## config.mk

```make
export PLATFORM = sky130hd
export DESIGN_NAME = wdog_periph
export DESIGN_NICKNAME = d
export VERILOG_FILES = /design/src/rtl/wdog_pkg.sv /design/src/rtl/wdog_regs.sv /design/src/rtl/wdog_ldpipe.sv /design/src/rtl/wdog_count.sv /design/src/rtl/wdog_act.sv /design/src/rtl/wdog_periph.sv
export SDC_FILE = /design/constraint.sdc
export NUM_CORES = 1
export LEC_CHECK = 0
export ABC_AREA = 1
export CAP_MARGIN = 20
export CORE_ASPECT_RATIO = 1.2
export CORE_MARGIN = 10
export CORE_UTILIZATION = 40
export DETAILED_ROUTE_END_ITERATION = 7
export PLACE_DENSITY_LB_ADDON = 0.25
export REMOVE_ABC_BUFFERS = 1
export SLEW_MARGIN = 20
export SYNTH_ARGS = -nofsm -noshare
export SYNTH_HDL_FRONTEND = slang
export SYNTH_HIERARCHICAL = 1
export SYNTH_SLANG_ARGS = --single-unit
```

## constraint.sdc

```tcl
create_clock -name clk -period 1.7 [get_ports clk]
set_input_delay 0.17 -clock clk [delete_from_list [all_inputs] [get_ports clk]]
set_output_delay 0.17 -clock clk [all_outputs]
set_load 0.01 [all_outputs]
```

## src/rtl/wdog_pkg.sv

```systemverilog
package wdog_pkg;

    localparam int WD_DATA_W    = 32;
    localparam int WD_CNT_W     = 32;
    localparam int WD_OFF_CTRL  = 0;
    localparam int WD_OFF_TIMER = 4;
    localparam int WD_FLAG_BIT  = WD_DATA_W - 1;

    typedef enum logic [1:0] {
        ACT_NONE  = 2'd0,
        ACT_IRQ   = 2'd1,
        ACT_NMI   = 2'd2,
        ACT_RESET = 2'd3
    } wd_action_e;

    typedef struct packed {
        logic irq;
        logic nmi;
        logic rst_req;
    } wd_outs_t;

    function automatic logic [WD_DATA_W-1:0] pack_ctrl(input logic flag, input wd_action_e act);
        logic [WD_DATA_W-1:0] w;
        w = '0;
        w[WD_FLAG_BIT] = flag;
        w[1:0] = act;
        return w;
    endfunction

endpackage

```

## src/rtl/wdog_regs.sv

```systemverilog
module wdog_regs
    import wdog_pkg::*;
#(
    parameter int ADDR_W = 4,
    parameter int CNT_W  = WD_CNT_W
) (
    input  logic                 clk,
    input  logic                 sys_rst,
    input  logic                 por,
    input  logic                 bus_sel,
    input  logic                 bus_we,
    input  logic [ADDR_W-1:0]    bus_addr,
    input  logic [WD_DATA_W-1:0] bus_wdata,
    input  logic [CNT_W-1:0]     cnt_i,
    input  logic                 flag_set_i,
    output wd_action_e           act_o,
    output logic                 flag_o,
    output logic                 ld_req_o,
    output logic [CNT_W-1:0]     ld_val_o,
    output logic [WD_DATA_W-1:0] rdata_o
);

    logic hit_ctrl;
    logic hit_timer;
    wd_action_e act_q;
    logic flag_q;

    assign hit_ctrl  = (bus_addr == ADDR_W'(WD_OFF_CTRL));
    assign hit_timer = (bus_addr == ADDR_W'(WD_OFF_TIMER));

    // action code: cleared by either reset
    always_ff @(posedge clk) begin
        if (sys_rst) begin
            act_q <= ACT_NONE;
        end else if (bus_sel && bus_we && hit_ctrl) begin
            act_q <= wd_action_e'(bus_wdata[1:0]);
        end
    end

    // reset-cause flag: power-on domain only
    always_ff @(posedge clk) begin
        if (por) begin
            flag_q <= 1'b0;
        end else if (flag_set_i) begin
            flag_q <= 1'b1;
        end
    end

    assign ld_req_o = bus_sel && bus_we && hit_timer;
    assign ld_val_o = bus_wdata[CNT_W-1:0];
    assign act_o    = act_q;
    assign flag_o   = flag_q;

    always_comb begin
        rdata_o = '0;
        if (bus_sel && !bus_we) begin
            if (hit_ctrl) begin
                rdata_o = pack_ctrl(flag_q, act_q);
            end else if (hit_timer) begin
                rdata_o = WD_DATA_W'(cnt_i);
            end
        end
    end

endmodule

```

## src/rtl/wdog_ldpipe.sv

```systemverilog
module wdog_ldpipe #(
    parameter int CNT_W    = 32,
    parameter int LOAD_LAT = 3
) (
    input  logic             clk,
    input  logic             rst,
    input  logic             req_i,
    input  logic [CNT_W-1:0] val_i,
    output logic             apply_o,
    output logic [CNT_W-1:0] val_o
);

    generate
        if (LOAD_LAT == 0) begin : g_direct
            assign apply_o = req_i;
            assign val_o   = val_i;
        end else begin : g_stages
            logic [LOAD_LAT-1:0] vld_q;
            logic [CNT_W-1:0]    dat_q [LOAD_LAT];

            for (genvar s = 0; s < LOAD_LAT; s++) begin : g_st
                logic             vld_in;
                logic [CNT_W-1:0] dat_in;
                if (s == 0) begin : g_head
                    assign vld_in = req_i;
                    assign dat_in = val_i;
                end else begin : g_body
                    assign vld_in = vld_q[s-1];
                    assign dat_in = dat_q[s-1];
                end
                always_ff @(posedge clk) begin
                    if (rst) begin
                        vld_q[s] <= 1'b0;
                        dat_q[s] <= '0;
                    end else begin
                        vld_q[s] <= vld_in;
                        dat_q[s] <= dat_in;
                    end
                end
            end

            // the final stage feeds the counter directly, so the load lands
            // LOAD_LAT edges after the capturing edge
            assign apply_o = vld_q[LOAD_LAT-1];
            assign val_o   = dat_q[LOAD_LAT-1];
        end
    endgenerate

endmodule

```

## src/rtl/wdog_count.sv

```systemverilog
module wdog_count #(
    parameter int CNT_W = 32
) (
    input  logic             clk,
    input  logic             rst,
    input  logic             apply_i,
    input  logic [CNT_W-1:0] val_i,
    output logic [CNT_W-1:0] cnt_o,
    output logic             expire_o
);

    localparam logic [CNT_W-1:0] ONE = CNT_W'(1);

    logic [CNT_W-1:0] cnt_q;

    always_ff @(posedge clk) begin
        if (rst) begin
            cnt_q <= '0;
        end else if (apply_i) begin
            cnt_q <= val_i;
        end else if (cnt_q != '0) begin
            cnt_q <= cnt_q - ONE;
        end
    end

    // a load arriving on the same edge wins over the last step
    assign expire_o = (cnt_q == ONE) && !apply_i;
    assign cnt_o    = cnt_q;

endmodule

```

## src/rtl/wdog_act.sv

```systemverilog
module wdog_act
    import wdog_pkg::*;
(
    input  logic       clk,
    input  logic       rst,
    input  wd_action_e act_i,
    input  logic       expire_i,
    input  logic       clear_i,
    output wd_outs_t   outs_o,
    output logic       flag_set_o
);

    wd_outs_t outs_q;
    logic fire_irq;
    logic fire_nmi;
    logic fire_rst;

    assign fire_irq = expire_i && (act_i == ACT_IRQ);
    assign fire_nmi = expire_i && (act_i == ACT_NMI);
    assign fire_rst = expire_i && (act_i == ACT_RESET);

    always_ff @(posedge clk) begin
        if (rst) begin
            outs_q <= '0;
        end else begin
            outs_q.rst_req <= fire_rst;
            if (clear_i) begin
                outs_q.irq <= 1'b0;
                outs_q.nmi <= 1'b0;
            end else begin
                if (fire_irq) outs_q.irq <= 1'b1;
                if (fire_nmi) outs_q.nmi <= 1'b1;
            end
        end
    end

    assign outs_o     = outs_q;
    assign flag_set_o = fire_rst;

endmodule

```

## src/rtl/wdog_periph.sv

```systemverilog
module wdog_periph
    import wdog_pkg::*;
#(
    parameter int ADDR_W   = 4,
    parameter int CNT_W    = WD_CNT_W,
    parameter int LOAD_LAT = 3
) (
    input  logic              clk,
    input  logic              rst,
    input  logic              por,
    input  logic              bus_sel,
    input  logic              bus_we,
    input  logic [ADDR_W-1:0] bus_addr,
    input  logic [31:0]       bus_wdata,
    output logic [31:0]       bus_rdata,
    output logic              irq_o,
    output logic              nmi_o,
    output logic              rst_req_o
);

    logic             sys_rst;
    wd_action_e       act_q;
    logic             flag_q;
    logic             ld_req;
    logic [CNT_W-1:0] ld_val;
    logic             ld_apply;
    logic [CNT_W-1:0] ld_val_q;
    logic [CNT_W-1:0] cnt_q;
    logic             expire;
    logic             flag_set;
    wd_outs_t         outs;

    assign sys_rst = rst || por;

    wdog_regs #(.ADDR_W(ADDR_W), .CNT_W(CNT_W)) u_regs (
        .clk        (clk),
        .sys_rst    (sys_rst),
        .por        (por),
        .bus_sel    (bus_sel),
        .bus_we     (bus_we),
        .bus_addr   (bus_addr),
        .bus_wdata  (bus_wdata),
        .cnt_i      (cnt_q),
        .flag_set_i (flag_set),
        .act_o      (act_q),
        .flag_o     (flag_q),
        .ld_req_o   (ld_req),
        .ld_val_o   (ld_val),
        .rdata_o    (bus_rdata)
    );

    wdog_ldpipe #(.CNT_W(CNT_W), .LOAD_LAT(LOAD_LAT)) u_pipe (
        .clk     (clk),
        .rst     (sys_rst),
        .req_i   (ld_req),
        .val_i   (ld_val),
        .apply_o (ld_apply),
        .val_o   (ld_val_q)
    );

    wdog_count #(.CNT_W(CNT_W)) u_cnt (
        .clk      (clk),
        .rst      (sys_rst),
        .apply_i  (ld_apply),
        .val_i    (ld_val_q),
        .cnt_o    (cnt_q),
        .expire_o (expire)
    );

    wdog_act u_act (
        .clk        (clk),
        .rst        (sys_rst),
        .act_i      (act_q),
        .expire_i   (expire),
        .clear_i    (ld_apply),
        .outs_o     (outs),
        .flag_set_o (flag_set)
    );

    assign irq_o     = outs.irq;
    assign nmi_o     = outs.nmi;
    assign rst_req_o = outs.rst_req;

endmodule

```

==> run_summary.xml <==
<?xml version="1.0" encoding="UTF-8"?>
<metrics>
  <group name="power">
    <metric name="power-per-cell-area" unit="nW/um2">2174</metric>
    <metric name="max-vdd-ir-drop" unit="mV">1.437</metric>
    <metric name="power_leakage" unit="nW">3.324</metric>
  </group>
  <group name="synth">
    <metric name="synth_cells" unit="">795</metric>
    <metric name="synth_edf_count" unit="">0</metric>
    <metric name="synth-warning-count" unit="">6</metric>
    <metric name="synth_cell_types" unit="">36</metric>
    <metric name="synth.top_cell.area_share" unit="">0.4498</metric>
    <metric name="ys_ff_latch" unit="">137</metric>
    <metric name="synth_flop_cell" unit="">sky130_fd_sc_hd__dfxtp_1</metric>
    <metric name="yosysMostFrequentCell" unit="">sky130_fd_sc_hd__nor2_1</metric>
    <metric name="ys_async_sr_fraction" unit="">0</metric>
    <metric name="synthTopCellsByArea" unit="">sky130_fd_sc_hd__dfxtp_1 45%, sky130_fd_sc_hd__nor2_1 11%, sky130_fd_sc_hd__inv_1 8.5%</metric>
    <metric name="yosys.area.top_type" unit="">sky130_fd_sc_hd__dfxtp_1</metric>
    <metric name="synth.top_cells.by_count" unit="">179 x sky130_fd_sc_hd__nor2_1, 138 x sky130_fd_sc_hd__inv_1, 137 x sky130_fd_sc_hd__dfxtp_1</metric>
    <metric name="syn-cell-area" unit="um2">6097</metric>
    <metric name="synth_sequential_area_ratio" unit="">0.4498</metric>
    <metric name="avgSynthCellArea" unit="um2">7.669</metric>
  </group>
  <group name="die">
    <metric name="ios" unit="">76</metric>
    <metric name="initial_utilization" unit="">0.4076</metric>
    <metric name="die_height" unit="um">155.2</metric>
    <metric name="die-width" unit="um">132.7</metric>
    <metric name="core" unit="um2">14960</metric>
    <metric name="std_cell_rows" unit="">49</metric>
    <metric name="die_outline_area" unit="um2">20600</metric>
  </group>
  <group name="place">
    <metric name="numPortBuffers" unit="">75</metric>
    <metric name="placed_cells_incl_taps" unit="">1059</metric>
    <metric name="dp.final_hpwl" unit="mm">10.16</metric>
    <metric name="gp_routability_congestion" unit="">0.8684</metric>
  </group>
  <group name="detailed_routing">
    <metric name="vias_per_cell" unit="">4.337</metric>
    <metric name="detail_route.drc_violations" unit="">0</metric>
    <metric name="dr.first_iter.drc_count" unit="">296</metric>
    <metric name="avgRoutedWirePerCell" unit="um">12.60</metric>
    <metric name="vias" unit="">4732</metric>
    <metric name="totalWireLength" unit="mm">13.75</metric>
    <metric name="drt-pass1-iter-count" unit="">5</metric>
    <metric name="final_antenna_net_count" unit="">0</metric>
  </group>
  <group name="clocking">
    <metric name="tritoncts" unit="">done</metric>
    <metric name="worst_skew_pair.late_latency" unit="ns">0.43</metric>
    <metric name="clk_transition_reported_paths" unit="ns">0.05</metric>
    <metric name="clock_sink_count" unit="">137</metric>
    <metric name="ctsRootBufferMaster" unit="">sky130_fd_sc_hd__clkbuf_16</metric>
    <metric name="cts_htree_levels" unit="">4</metric>
    <metric name="cts_inserted_buffers" unit="">17</metric>
    <metric name="clk_path_buf_depth" unit="">2</metric>
  </group>
  <group name="critical_path">
    <metric name="cp_data_required_time" unit="ns">1.53</metric>
    <metric name="crit_path_start_kind" unit="">input port</metric>
    <metric name="worst_setup_path_class" unit="">in -&gt; out</metric>
    <metric name="worstSetupEndpointType" unit="">output pin</metric>
    <metric name="timing.critical_path.fanout_max" unit="">18</metric>
    <metric name="crit_arrival" unit="ns">1.46</metric>
  </group>
  <group name="timing">
    <metric name="final_min_period_over_clock_period" unit="">0.9607</metric>
    <metric name="period_minus_slack" unit="ns">1.633</metric>
    <metric name="final-hold-violation-count" unit="">0</metric>
    <metric name="clock-skew-final" unit="ns">0.01893</metric>
    <metric name="finalSetupViolCount" unit="">0</metric>
    <metric name="max_clock_freq" unit="MHz">612.3</metric>
    <metric name="worst_margin_slew" unit="ns">0.2927</metric>
    <metric name="drv_slew" unit="">0</metric>
    <metric name="worst_hold_slack" unit="ns">0.2538</metric>
    <metric name="slew-limit-headroom" unit="">0.8049</metric>
  </group>
  <group name="layout">
    <metric name="drive_gt1_frac" unit="">0.1962</metric>
    <metric name="layout-area-overhead-vs-synth" unit="%">25.59</metric>
    <metric name="antenna_cells_inserted" unit="">0</metric>
    <metric name="layout.cells.non_filler" unit="">1091</metric>
    <metric name="finalNetCount" unit="">918</metric>
  </group>
  <group name="min_path">
    <metric name="hp-class" unit="">in -&gt; reg</metric>
  </group>
  <group name="grt">
    <metric name="grt_max_degree" unit="">68</metric>
    <metric name="first_global_vias" unit="">4393</metric>
    <metric name="grt_first_pass_wirelength" unit="mm">22.43</metric>
    <metric name="grt_use_total" unit="">0.1373</metric>
    <metric name="initial_antenna_violation_count" unit="">0</metric>
    <metric name="grt_overflow_total" unit="">0</metric>
  </group>
  <group name="outcome">
    <metric name="run_status" unit="">completed</metric>
  </group>
  <group name="flow_run">
    <metric name="max-cap-violations" unit="">0</metric>
  </group>
</metrics>
[logic make-up after synthesis]
group | after synthesis | share of synthesized area
compound gates | 46 | 0.04043
xor+xnor | 10 | 0.01436
fa+ha+maj | 2 | 0.004104
buf+inv | 198 | 0.1539
flops | 137 | 0.4498
simple gates | 402 | 0.3374
[per-layer routing]
metal	global-route usage	wire, um	up-vias
met5	0	0	-
li1	-	-	2512
met3	0.03769	559	10
met1	0.1632	6343	2124
met2	0.2294	6726	86
met4	0.05509	121	0
[layout make-up]
cell class,count,area (um2)
multi-input combinational,460,2460
inverter,139,521.8
clock inverter,7,91.34
clock buffer,24,491.7
fill,1501,7302
tap,204,255.2
sequential,137,2748
timing repair buffer,120,1090
[worst paths after layout]
kind / startpoint / endpoint / slack, ns / depth (start not counted)
max: bus_addr[1] / bus_rdata[19] / 0.07 / 6
min reg2reg: u_pipe/g_stages.dat_q[0][17] / u_pipe/g_stages.dat_q[1][17] / 0.40 / 2
max reg2reg: u_cnt/cnt_o[5] / u_cnt/cnt_o[31] / 0.10 / 8
min: bus_wdata[28] / u_pipe/g_stages.dat_q[0][28] / 0.25 / 3
[cells in the final DEF (no fill, tap or decap), drive strengths merged]
| cell type | n |
|---|---|
| nor2 | 196 |
| inv | 139 |
| dfxtp | 137 |
| nand2 | 129 |
| buf | 45 |
| clkdlybuf4s50 | 42 |
| clkbuf | 40 |
| nor3b | 29 |
| a21oi | 29 |
| nand3 | 24 |
| o21ai | 15 |
| nand4 | 10 |
| clkdlybuf4s15 | 9 |
| dlygate4sd2 | 8 |
| xor2 | 6 |
| nor3 | 6 |
| xnor2 | 4 |
| clkinv | 4 |
| nand3b | 4 |
| or2 | 3 |
| bufinv | 2 |
| ha | 2 |
| clkinvlp | 1 |
| nor4 | 1 |
| o211ai | 1 |
| a211oi | 1 |
[per-stage QoR]
stage / setup TNS (ns) / area, um2 / utilization / power (mW) / worst slack [ns]
2_1_floorplan: -108.16 / 5680 / - / 10.04 / -1.236
3_5_place_dp: -8.421 / 7114 / 0.4756 / 12.72 / -0.3109
4_1_cts: 0 / 7664 / 0.5123 / 16.44 / 0.006732
5_1_grt: -0.002013 / 7657 / 0.5119 / 17.93 / -0.002013
3_3_place_gp: -7.551 / 7114 / 0.4756 / 12.68 / -0.2498
6_report: 0 / 7657 / 0.5119 / 16.65 / 0.06678
[registers in the layout, indices dropped and copies added (netlist names)]
| name | cells |
|---|---|
| u_regs/flag_o | 1 |
| u_regs/act_o | 2 |
| u_pipe/g_stages.g_st.vld_in | 2 |
| u_cnt/cnt_o | 32 |
| u_act/outs_o | 3 |
| u_pipe/g_stages.dat_q | 96 |
| u_pipe/apply_o | 1 |
[power breakdown]
| part | internal [mW] | switching [mW] |
|---|---|---|
| Combinational | 3.50 | 5.53 |
| Clock | 2.30 | 1.30 |
| Sequential | 3.61 | 0.409 |
[critical path, stage by stage]
cell                              delay [ns]
sky130_fd_sc_hd__clkdlybuf4s50_1        0.44
sky130_fd_sc_hd__nor2_4                 0.15
sky130_fd_sc_hd__nand3_4                0.10
sky130_fd_sc_hd__buf_12                 0.18
sky130_fd_sc_hd__nor3b_2                0.14
sky130_fd_sc_hd__dlygate4sd2_1          0.28
[what timing repair did]
action / 4_1_cts / 5_1_grt
buffers inserted: 0 / 1
gates resized for setup: 35 / 58
pin swaps: 0 / 4
hold buffers: 0 / 0
setup endpoints to repair: 33 / 47
No activity file was read; power rests on OpenSTA's default activity.
